File: config.mk
export PLATFORM = sky130hd
export DESIGN_NAME = lsx_fabric
export DESIGN_NICKNAME = d
export VERILOG_FILES = /design/src/rtl/lsx_pkg.sv /design/src/rtl/lsx_xpoint.sv /design/src/rtl/lsx_column.sv /design/src/rtl/lsx_rettag.sv /design/src/rtl/lsx_fabric.sv
export SDC_FILE = /design/constraint.sdc
export NUM_CORES = 1
export LEC_CHECK = 0
export BUFFER_PORTS_ARGS = -buffer_cell sky130_fd_sc_hd__buf_4
export CORE_AREA = 8 8 460 462
export DETAILED_ROUTE_END_ITERATION = 10
export DIE_AREA = 0 0 468 470
export GPL_ROUTABILITY_DRIVEN = 0
export PLACE_DENSITY = 0.3
export SLEW_MARGIN = 15
export SYNTH_ARGS = -nofsm -noshare
export SYNTH_HDL_FRONTEND = slang
export SYNTH_SLANG_ARGS = --single-unit
File: constraint.sdc
create_clock -name clk -period 1.5 [get_ports clk]
set_clock_uncertainty 0.05 [all_clocks]
set_input_delay 0.075 -clock clk [delete_from_list [all_inputs] [get_ports clk]]
set_output_delay 0.075 -clock clk [all_outputs]
set_load 0.1 [all_outputs]
File: src/rtl/lsx_pkg.sv
package lsx_pkg;

  localparam int unsigned ADDR_MAX = 64;
  localparam int unsigned SEL_MAX  = 8;

  // index width for n items, never below one bit
  function automatic int unsigned idx_w(input int unsigned n);
    return (n < 2) ? 1 : $clog2(n);
  endfunction

  // section-select field: w bits of the address starting at bit off
  function automatic logic [SEL_MAX-1:0] sel_of(input logic [ADDR_MAX-1:0] a,
                                                input int unsigned off,
                                                input int unsigned w);
    logic [ADDR_MAX-1:0] sh;
    sh = (a >> off) & ((64'd1 << w) - 64'd1);
    return sh[SEL_MAX-1:0];
  endfunction

endpackage

File: src/rtl/lsx_xpoint.sv
module lsx_xpoint #(
  parameter int unsigned AW     = 16,
  parameter int unsigned WOFF   = 3,
  parameter int unsigned SELW   = 2,
  parameter int unsigned SEC_ID = 0
) (
  input  logic          req_vld,
  input  logic [AW-1:0] req_addr,
  output logic          hit
);
  logic [lsx_pkg::SEL_MAX-1:0] field;

  // local decode: no global switch control reaches this point
  assign field = lsx_pkg::sel_of(lsx_pkg::ADDR_MAX'(req_addr), WOFF, SELW);
  assign hit   = req_vld && (field == lsx_pkg::SEL_MAX'(SEC_ID));
endmodule

File: src/rtl/lsx_column.sv
module lsx_column #(
  parameter int unsigned NPORT = 4,
  parameter int unsigned AW    = 16,
  parameter int unsigned DW    = 64,
  parameter int unsigned PIDW  = 2
) (
  input  logic                       clk,
  input  logic                       rst_n,
  input  logic [NPORT-1:0]           hit,
  input  logic [NPORT-1:0]           wr,
  input  logic [NPORT-1:0][AW-1:0]   addr,
  input  logic [NPORT-1:0][DW-1:0]   wdata,
  output logic [NPORT-1:0]           win,
  output logic                       out_en,
  output logic                       out_wr,
  output logic [AW-1:0]              out_addr,
  output logic [DW-1:0]              out_wdata,
  output logic [PIDW-1:0]            out_pid
);
  logic found;

  // fixed priority: lowest port index takes the column
  always_comb begin
    win     = '0;
    found   = 1'b0;
    out_pid = '0;
    for (int p = 0; p < NPORT; p++) begin
      if (hit[p] && !found) begin
        win[p]  = 1'b1;
        found   = 1'b1;
        out_pid = PIDW'(p);
      end
    end
  end

  // column line: only the enabled crosspoint drives it
  always_comb begin
    out_wr    = 1'b0;
    out_addr  = '0;
    out_wdata = '0;
    for (int p = 0; p < NPORT; p++) begin
      if (win[p]) begin
        out_wr    = wr[p];
        out_addr  = addr[p];
        out_wdata = wdata[p];
      end
    end
  end

  assign out_en = found;

  AST_ONE_DRIVER: assert property (@(posedge clk) disable iff (!rst_n)
    $onehot0(win));
  AST_ANY_HIT_SERVED: assert property (@(posedge clk) disable iff (!rst_n)
    (|hit) |-> (out_en && $onehot(win)));
  AST_LOW_PORT_WINS: assert property (@(posedge clk) disable iff (!rst_n)
    hit[0] |-> win[0]);
endmodule

File: src/rtl/lsx_rettag.sv
module lsx_rettag #(
  parameter int unsigned RDLAT = 3,
  parameter int unsigned PIDW  = 2
) (
  input  logic            clk,
  input  logic            rst_n,
  input  logic            issue,
  input  logic [PIDW-1:0] pid,
  output logic            tail_vld,
  output logic [PIDW-1:0] tail_pid
);
  logic [RDLAT-1:0]           tv;
  logic [RDLAT-1:0][PIDW-1:0] tid;

  always_ff @(posedge clk or negedge rst_n) begin
    if (!rst_n) begin
      tv  <= '0;
      tid <= '0;
    end else begin
      tv[0]  <= issue;
      tid[0] <= pid;
      for (int i = 1; i < RDLAT; i++) begin
        tv[i]  <= tv[i-1];
        tid[i] <= tid[i-1];
      end
    end
  end

  assign tail_vld = tv[RDLAT-1];
  assign tail_pid = tid[RDLAT-1];

  AST_NO_TAG_WITHOUT_LOAD: assert property (@(posedge clk) disable iff (!rst_n)
    !issue |=> !tv[0]);
  AST_TAG_ON_LOAD: assert property (@(posedge clk) disable iff (!rst_n)
    issue |=> (tv[0] && tid[0] == $past(pid)));
endmodule

File: src/rtl/lsx_fabric.sv
module lsx_fabric #(
  parameter int unsigned NPORT = 4,
  parameter int unsigned NSEC  = 4,
  parameter int unsigned DW    = 64,
  parameter int unsigned AW    = 16,
  parameter int unsigned WOFF  = 3,
  parameter int unsigned RDLAT = 3
) (
  input  logic                  clk,
  input  logic                  rst_n,
  input  logic [NPORT-1:0]      req_vld,
  input  logic [NPORT-1:0]      req_wr,
  input  logic [NPORT*AW-1:0]   req_addr,
  input  logic [NPORT*DW-1:0]   req_wdata,
  output logic [NPORT-1:0]      grant,
  output logic [NPORT-1:0]      stall,
  output logic [NPORT-1:0]      ld_vld,
  output logic [NPORT*DW-1:0]   ld_data,
  output logic [NSEC-1:0]       sec_en,
  output logic [NSEC-1:0]       sec_wr,
  output logic [NSEC*AW-1:0]    sec_addr,
  output logic [NSEC*DW-1:0]    sec_wdata,
  input  logic [NSEC*DW-1:0]    sec_rdata
);
  localparam int unsigned SELW = lsx_pkg::idx_w(NSEC);
  localparam int unsigned PIDW = lsx_pkg::idx_w(NPORT);

  logic [NPORT-1:0][AW-1:0]  p_addr;
  logic [NPORT-1:0][DW-1:0]  p_wdata;
  logic [NPORT-1:0][DW-1:0]  p_ld;
  logic [NSEC-1:0][AW-1:0]   s_addr;
  logic [NSEC-1:0][DW-1:0]   s_wdata;
  logic [NSEC-1:0][DW-1:0]   s_rdata;
  logic [NSEC-1:0][NPORT-1:0] hit_sp;
  logic [NSEC-1:0][NPORT-1:0] win_sp;
  logic [NSEC-1:0][PIDW-1:0]  col_pid;
  logic [NSEC-1:0]            load_issue;
  logic [NSEC-1:0]            tail_vld;
  logic [NSEC-1:0][PIDW-1:0]  tail_pid;
  logic [NPORT-1:0][NSEC-1:0] ret_ps;

  assign p_addr    = req_addr;
  assign p_wdata   = req_wdata;
  assign s_rdata   = sec_rdata;
  assign sec_addr  = s_addr;
  assign sec_wdata = s_wdata;
  assign ld_data   = p_ld;

  for (genvar s = 0; s < NSEC; s++) begin : g_sec
    for (genvar p = 0; p < NPORT; p++) begin : g_xp
      lsx_xpoint #(.AW(AW), .WOFF(WOFF), .SELW(SELW), .SEC_ID(s)) u_xp (
        .req_vld (req_vld[p]),
        .req_addr(p_addr[p]),
        .hit     (hit_sp[s][p])
      );
    end

    lsx_column #(.NPORT(NPORT), .AW(AW), .DW(DW), .PIDW(PIDW)) u_col (
      .clk      (clk),
      .rst_n    (rst_n),
      .hit      (hit_sp[s]),
      .wr       (req_wr),
      .addr     (p_addr),
      .wdata    (p_wdata),
      .win      (win_sp[s]),
      .out_en   (sec_en[s]),
      .out_wr   (sec_wr[s]),
      .out_addr (s_addr[s]),
      .out_wdata(s_wdata[s]),
      .out_pid  (col_pid[s])
    );

    assign load_issue[s] = sec_en[s] && !sec_wr[s];

    lsx_rettag #(.RDLAT(RDLAT), .PIDW(PIDW)) u_ret (
      .clk     (clk),
      .rst_n   (rst_n),
      .issue   (load_issue[s]),
      .pid     (col_pid[s]),
      .tail_vld(tail_vld[s]),
      .tail_pid(tail_pid[s])
    );

    AST_SEC_SELECT: assert property (@(posedge clk) disable iff (!rst_n)
      sec_en[s] |-> (lsx_pkg::sel_of(lsx_pkg::ADDR_MAX'(s_addr[s]), WOFF, SELW)
                     == lsx_pkg::SEL_MAX'(s)));
  end

  // port side: grant gathering and load-return steering
  always_comb begin
    for (int p = 0; p < NPORT; p++) begin
      grant[p] = 1'b0;
      for (int s = 0; s < NSEC; s++) begin
        grant[p]     = grant[p] | win_sp[s][p];
        ret_ps[p][s] = tail_vld[s] && (tail_pid[s] == PIDW'(p));
      end
      stall[p] = req_vld[p] && !grant[p];
    end
  end

  always_comb begin
    for (int p = 0; p < NPORT; p++) begin
      ld_vld[p] = |ret_ps[p];
      p_ld[p]   = '0;
      for (int s = 0; s < NSEC; s++) begin
        if (ret_ps[p][s]) p_ld[p] = p_ld[p] | s_rdata[s];
      end
    end
  end

  for (genvar p = 0; p < NPORT; p++) begin : g_port_chk
    AST_GRANT_OR_STALL: assert property (@(posedge clk) disable iff (!rst_n)
      req_vld[p] |-> (grant[p] ^ stall[p]));
    AST_IDLE_QUIET: assert property (@(posedge clk) disable iff (!rst_n)
      !req_vld[p] |-> (!grant[p] && !stall[p]));
    AST_ONE_RETURN: assert property (@(posedge clk) disable iff (!rst_n)
      $onehot0(ret_ps[p]));
  end
endmodule

# Word level (Yosys, flattened, before mapping)

Index checks and enable logic that the tools add are counted.

Flip-flop bits (word level): 36
Latch bits: 0
Memory bits (writable): 0
Bits in read-only memories: 0
Bits of input ports: 586
Logic and storage cells: 252
Memories: 0

$add $sub $neg: 0
Multiply operators: 0
Divide/modulo/power cells: 0
Magnitude comparators: 0
Equal/unequal tests: 24
Shifts and indexed selects: 0
Muxes and demuxes: 104
Bitwise gates (word level): 24
Reduce and logical (&&, ||, !) cells: 84

Operators by type and width:

| cell                                                            | count |
|---|---|
| 64-bit 2-to-1 mux                                               | 32 |
| 64-bit bitwise OR                                               | 12 |
| 16-bit 2-to-1 mux                                               | 16 |
| 1-bit logical AND                                               | 52 |
| 1-bit 2-to-1 mux                                                | 48 |
| 2-bit == test, second input constant                            | 16 |
| 8-bit logical NOT                                               | 4 |
| 1-bit logical NOT                                               | 20 |
| 2-bit by 1-bit == test with 1-bit output, second input constant | 8 |
| 2-bit 2-to-1 mux                                                | 8 |
| 4-bit OR reduction                                              | 4 |
| 1-bit bitwise OR                                                | 12 |
| 2-bit logical NOT                                               | 4 |

# Longest topological paths before layout

Word-level depth: 17
Gate-level depth with buffers: 9
Gate-level depth less buffers: 4

# Cells and area by module

A second synthesis with hierarchy kept.

Cell total of the unflattened synthesis: 2074
Area, all modules: 17957.2 µm²

By module, submodules not included:

| module                                  | times used | cells an instance | area each (µm²) |
|---|---|---|---|
| lsx_column                              | 4          | 297               | 2803.9 |
| lsx_fabric                              | 1          | 826               | 5635.4 |
| lsx_rettag                              | 4          | 11                | 240.2 |
| lsx_xpoint at g_sec[1].g_xp[0].u_xp ... | 8          | 1                 | 8.8 |
| lsx_xpoint at g_sec[0].g_xp[0].u_xp ... | 4          | 1                 | 12.5 |
| lsx_xpoint at g_sec[3].g_xp[0].u_xp ... | 4          | 1                 | 6.3 |

# Least setup slack after synthesis

Ideal clock, no wire load.

Kind: input port to output port
Start point: input req_addr[19]
End point: output sec_addr[48]
Arrival time: 3.377 ns
Required time: 1.375 ns
Setup slack: -2.002 ns
Stages on the path: 8
Buffers on the path: 4
Cell sequence: buf_2 > and3_1 > buf_2 > nor2_1 > buf_2 > buf_2 > a22oi_1 > o21ai_0

Longest elaborated chain between the ends: 11
Elaborated cells between the ends (all ways): 15

RTL lines:

| item                | RTL line         | source |
|---|---|---|
| start: declaration  | lsx_fabric.sv:13 | `input logic [NPORT*AW-1:0] req_addr,` |
| 2-bit == test *     | lsx_xpoint.sv:15 | `assign hit = req_vld && (field == lsx_pkg::SEL_MAX'(SEC_ID));` |
| 1-bit logical AND * | lsx_xpoint.sv:15 |  |
| 1-bit logical AND * | lsx_column.sv:28 | `if (hit[p] && !found) begin` |
| 1-bit 2-to-1 mux    | lsx_column.sv:28 |  |
| 1-bit logical NOT   | lsx_column.sv:28 |  |
| 1-bit logical AND   | lsx_column.sv:28 |  |
| 1-bit 2-to-1 mux    | lsx_column.sv:28 |  |
| 1-bit logical NOT   | lsx_column.sv:28 |  |
| 1-bit logical AND   | lsx_column.sv:28 |  |
| 1-bit 2-to-1 mux    | lsx_column.sv:28 |  |
| 16-bit 2-to-1 mux * | lsx_column.sv:42 | `if (win[p]) begin` |
| end: declaration    | lsx_fabric.sv:21 | `output logic [NSEC*AW-1:0] sec_addr,` |

Every way passes the cells marked *; elsewhere a longest branch is shown, timed or not.

# Final worst setup path

Start point: register g_sec[1].u_ret.tid (netlist bit g_sec[1].u_ret.tail_pid[0])
End point: output ld_data[136]

Longest elaborated chain between the ends: 7

RTL lines:

| item                             | RTL line          | source |
|---|---|---|
| start: declaration               | lsx_rettag.sv:13  | `logic [RDLAT-1:0][PIDW-1:0] tid;` |
| start signal: indexed assignment | lsx_rettag.sv:24  | `tid[i] <= tid[i-1];` |
| 2-bit == test *                  | lsx_fabric.sv:95  | `ret_ps[p][s] = tail_vld[s] && (tail_pid[s] == PIDW'(p));` |
| 1-bit logical AND *              | lsx_fabric.sv:95  |  |
| 64-bit 2-to-1 mux *              | lsx_fabric.sv:106 | `if (ret_ps[p][s]) p_ld[p] = p_ld[p] \| s_rdata[s];` |
| 64-bit bitwise OR                | lsx_fabric.sv:106 |  |
| 64-bit 2-to-1 mux *              | lsx_fabric.sv:106 |  |
| 64-bit bitwise OR                | lsx_fabric.sv:106 |  |
| 64-bit 2-to-1 mux *              | lsx_fabric.sv:106 |  |
| end: declaration                 | lsx_fabric.sv:18  | `output logic [NPORT*DW-1:0] ld_data,` |

Marks and branches as above.

==> metrics.yaml <==
setup_path:
  cp-startpoint: "g_sec[1].u_ret.tail_pid[0]$_DFF_PN0_"
  critPathMaxStageDelay_ns: 0.40
  path_delay_family: "compound AO/OA/AOI/OAI gates"
  worstPathCellList: "and3b_4 -> buf_12 -> a22o_1 -> a221o_1 -> buf_12"
  path_buf_inv: 2
  crit_type: "reg -> out"
  critical_path_required_ns: 1.37
  worst_path_most_repeated_cell: "buf_12"
  start_kind: "register"
  crit_arrival_ns: 1.99
  cp.depth: 5
  worstReg2RegStart: "g_sec[0].u_ret.tid[0]$_DFF_PN0_"
  end_kind: "output port"
  cp_max_fo: 24
  crit_end: "ld_data[136]"
  r2r_end: "g_sec[0].u_ret.tid[2]$_DFF_PN0_"
  r2r_cells: 0
  cp_slowest_cell: "dfrtp_1"
  reg2reg_slack_ns: 0.96
logic_synthesis:
  avgSynthCellArea_um2: 6.06
  synth_warnings: 0
  synth_cells: 2370
  synth_cell_types: 40
  synth_area_um2: 14400
  yosys-top-cells-area: "a22oi_1 (35%), a221oi_1 (13%), nand2_1 (12%), o21ai_0 (9.6%), dfrtp_1 (6.3%)"
  ys_ff_latch: 36
  yosysSeqAreaShare_pct: 6.28
  synth_top_area_share_pct: 34.5
  yosysTopAreaCell: "a22oi_1"
timing:
  grt_setup_unrepaired: "true"
  setup_ws_ns: -0.616
  hold_ws_ns: 0.100
  fmax_mhz: 473
  setup_viol: 586
  slew_violations: 0
  slew_headroom_pct: 62.2
  hold_violations: 0
  fin_crit_sh_pct: 141
  worst_pin_slew_ns: 0.567
  period_needed_ns: 2.12
floorplanning:
  rows: 166
  die_w_um: 468
  die_y_um: 470
  pin_count: 1182
  coreArea_um2: 204000
  initial_core_util_pct: 7.04
  die_area_um2: 220000
finish:
  final_cell_mix: "buf_4 (1186), a22oi_1 (487), buf_12 (478)"
  multi_input_area_um2: 18900
  drive_gt1_share_pct: 73.0
  regArea_um2: 906
  n_fill_cell: 22400
  area_growth_pct: 224
  stdcell_count: 6756
  nets: 4615
  layout_commonest_cell: "buf_4"
routing:
  via_per_inst: 4.47
  first_iter_violations: 2464
  vias: 30200
  routed_wl_um: 229000
  wl_per_cell_um: 33.9
  drt_first_pass_iters: 6
  drc_errors: 0
  antenna_left: 0
clocking:
  cts_buffers: 5
  clkTransAtPathRegs_ns: 0.05
  clock_sinks: 36
  clock_path_buffers: 2
  ctsRootBufferMaster: "clkbuf_16"
  cts_tree: "yes"
  clk_latency_ns: 0.27
  cts-htree-levels: 2
place:
  dp_slack_ns: -0.965
  dpl.hpwl_um: 178000
  portBuffers: 1176
  dp_cells: 6533
pwr:
  p_per_area_nw_per_um2: 650
  vdd_drop_max_uv: 417
  cellLeakagePower_nw: 18.7
grt:
  grt_pass1_wl_um: 284000
  grt_pass1_vias: 30500
  grt-ovfl-total: 0
  grt_max_degree: 37
  antenna_found_initial: 75
  grtUsageTotal_pct: 18.2
outcome:
  violations: "negative setup slack"
  status: "finished with violations"
min_path:
  holdCritPathClass: "in -> reg"
  min_from: "req_wr[3]"
job:
  maxCapViolCount: 0
-- state kept, by name, summed over array words and instances (netlist names) --
| register | flops |
|---|---|
| g_sec.u_ret.tv | 12 |
| g_sec.u_ret.tid | 16 |
| g_sec.u_ret.tail_pid | 8 |
-- how the worst min path moves through the flow --
stage / end / depth (start not counted) / slack [ns]
CTS: g_sec[3].u_ret.tv[0]$_DFF_PN0_ / 3 / 0.08
global route: g_sec[3].u_ret.tv[0]$_DFF_PN0_ / 3 / 0.12
detailed placement: g_sec[3].u_ret.tid[1]$_DFF_PN0_ / 1 / 0.002
global placement: g_sec[3].u_ret.tv[0]$_DFF_PN0_ / 1 / 0.002
finish: g_sec[3].u_ret.tv[0]$_DFF_PN0_ / 3 / 0.10
floorplan: g_sec[0].u_ret.tail_pid[0]$_DFF_PN0_ / 0 / -0.27
-- worst min-delay path: stages --
cell and delay (ns):
buf_4 0.13, or2_2 0.11, a21oi_1 0.06
-- repair_timing --
| action | CTS | global route |
|---|---|---|
| pin swaps | 53 | 142 |
| resized for setup | 754 | 1174 |
| setup endpoints to repair | 588 | 590 |
| hold buffers | 1 | 0 |
| endpoints found under the hold margin | 36 | 0 |
| setup buffers | 42 | 112 |
| cloned | 15 | 34 |
-- routing by layer --
metal,GRT usage (%),up-vias,wire length (µm)
met5,0,-,54
met2,33.4,1731,118000
met1,20.3,15300,83000
met3,3.53,404,15900
li1,-,12800,-
met4,7.58,8,12700
-- power breakdown --
| group | leakage [nW] | internal, mW | total [mW] | switching, mW |
|---|---|---|---|---|
| clock | 0.0811 | 0.779 | 1.11 | 0.335 |
| combinational | 18.2 | 9.26 | 28.0 | 18.7 |
| sequential | 0.463 | 1.05 | 1.10 | 0.0460 |
| total | 18.7 | 11.1 | 30.2 | 19.1 |
-- kinds of logic (layout without fill, tap and decap cells) --
group | after synthesis | after routing | synth area share (%)
XOR/XNOR | 2 | 2 | 0.122
multiplexers | 1 | 1 | 0.157
flip-flops | 36 | 36 | 6.28
AO/OA/AOI/OAI | 1256 | 1256 | 62.7
AND/OR/NAND/NOR | 763 | 763 | 21.7
buffers and inverters | 311 | 1967 | 9.06
other | 1 | 43 | 0.0261
-- per-stage QoR --
step | TNS (ns) | util, % | power [mW] | instance area (µm²)
after floorplan | -203.70 | - | 16.0 | 18200
after global routing | -306.68 | 22.8 | 30.9 | 46500
after CTS | -286.91 | 19.5 | 27.9 | 39700
final | -272.54 | 22.8 | 30.2 | 46500
after global placement | -243.57 | 17.4 | 24.9 | 35500
after detailed placement | -242.68 | 17.4 | 24.9 | 35500
-- cell type report --
class,instances,area share [%]
Antenna cell,38,0.205
Inverter,4,0.0323
Multi-Input combinational cell,2027,40.6
Sequential cell,36,1.95
Clock buffer,6,0.277
Timing Repair Buffer,1955,49.6
Clock inverter,2,0.0754
Tap cell,2688,7.24
-- synthesized netlist by cell type --
library cell and count:
buf_2 42, a221o_1 23, o21ai_0 274, a31oi_1 1
or3b_1 2, nor3b_1 5, a22oi_1 660, and3b_1 8
or4_1 5, a41o_1 1, nor2_1 238, nor4_4 4
a22o_1 23, nor2b_1 1, and2_1 4, dfrtp_1 36
or3b_2 1, and3_1 7, a221oi_2 2, buf_1 55
nand3b_1 6, a31o_2 3, o21a_1 2, nand2_1 467
a21o_1 4, o21ai_1 38, a221oi_1 213, buf_6 2
nor3_1 3, buf_4 17, clkbuf_1 190, nand3_1 8
xnor2_1 2, a21oi_1 12, conb_1 1, mux4_2 1
clkbuf_2 1, or2_2 2, inv_1 4, nor3b_2 2
Note: power is estimated with default switching activity, not from simulation.
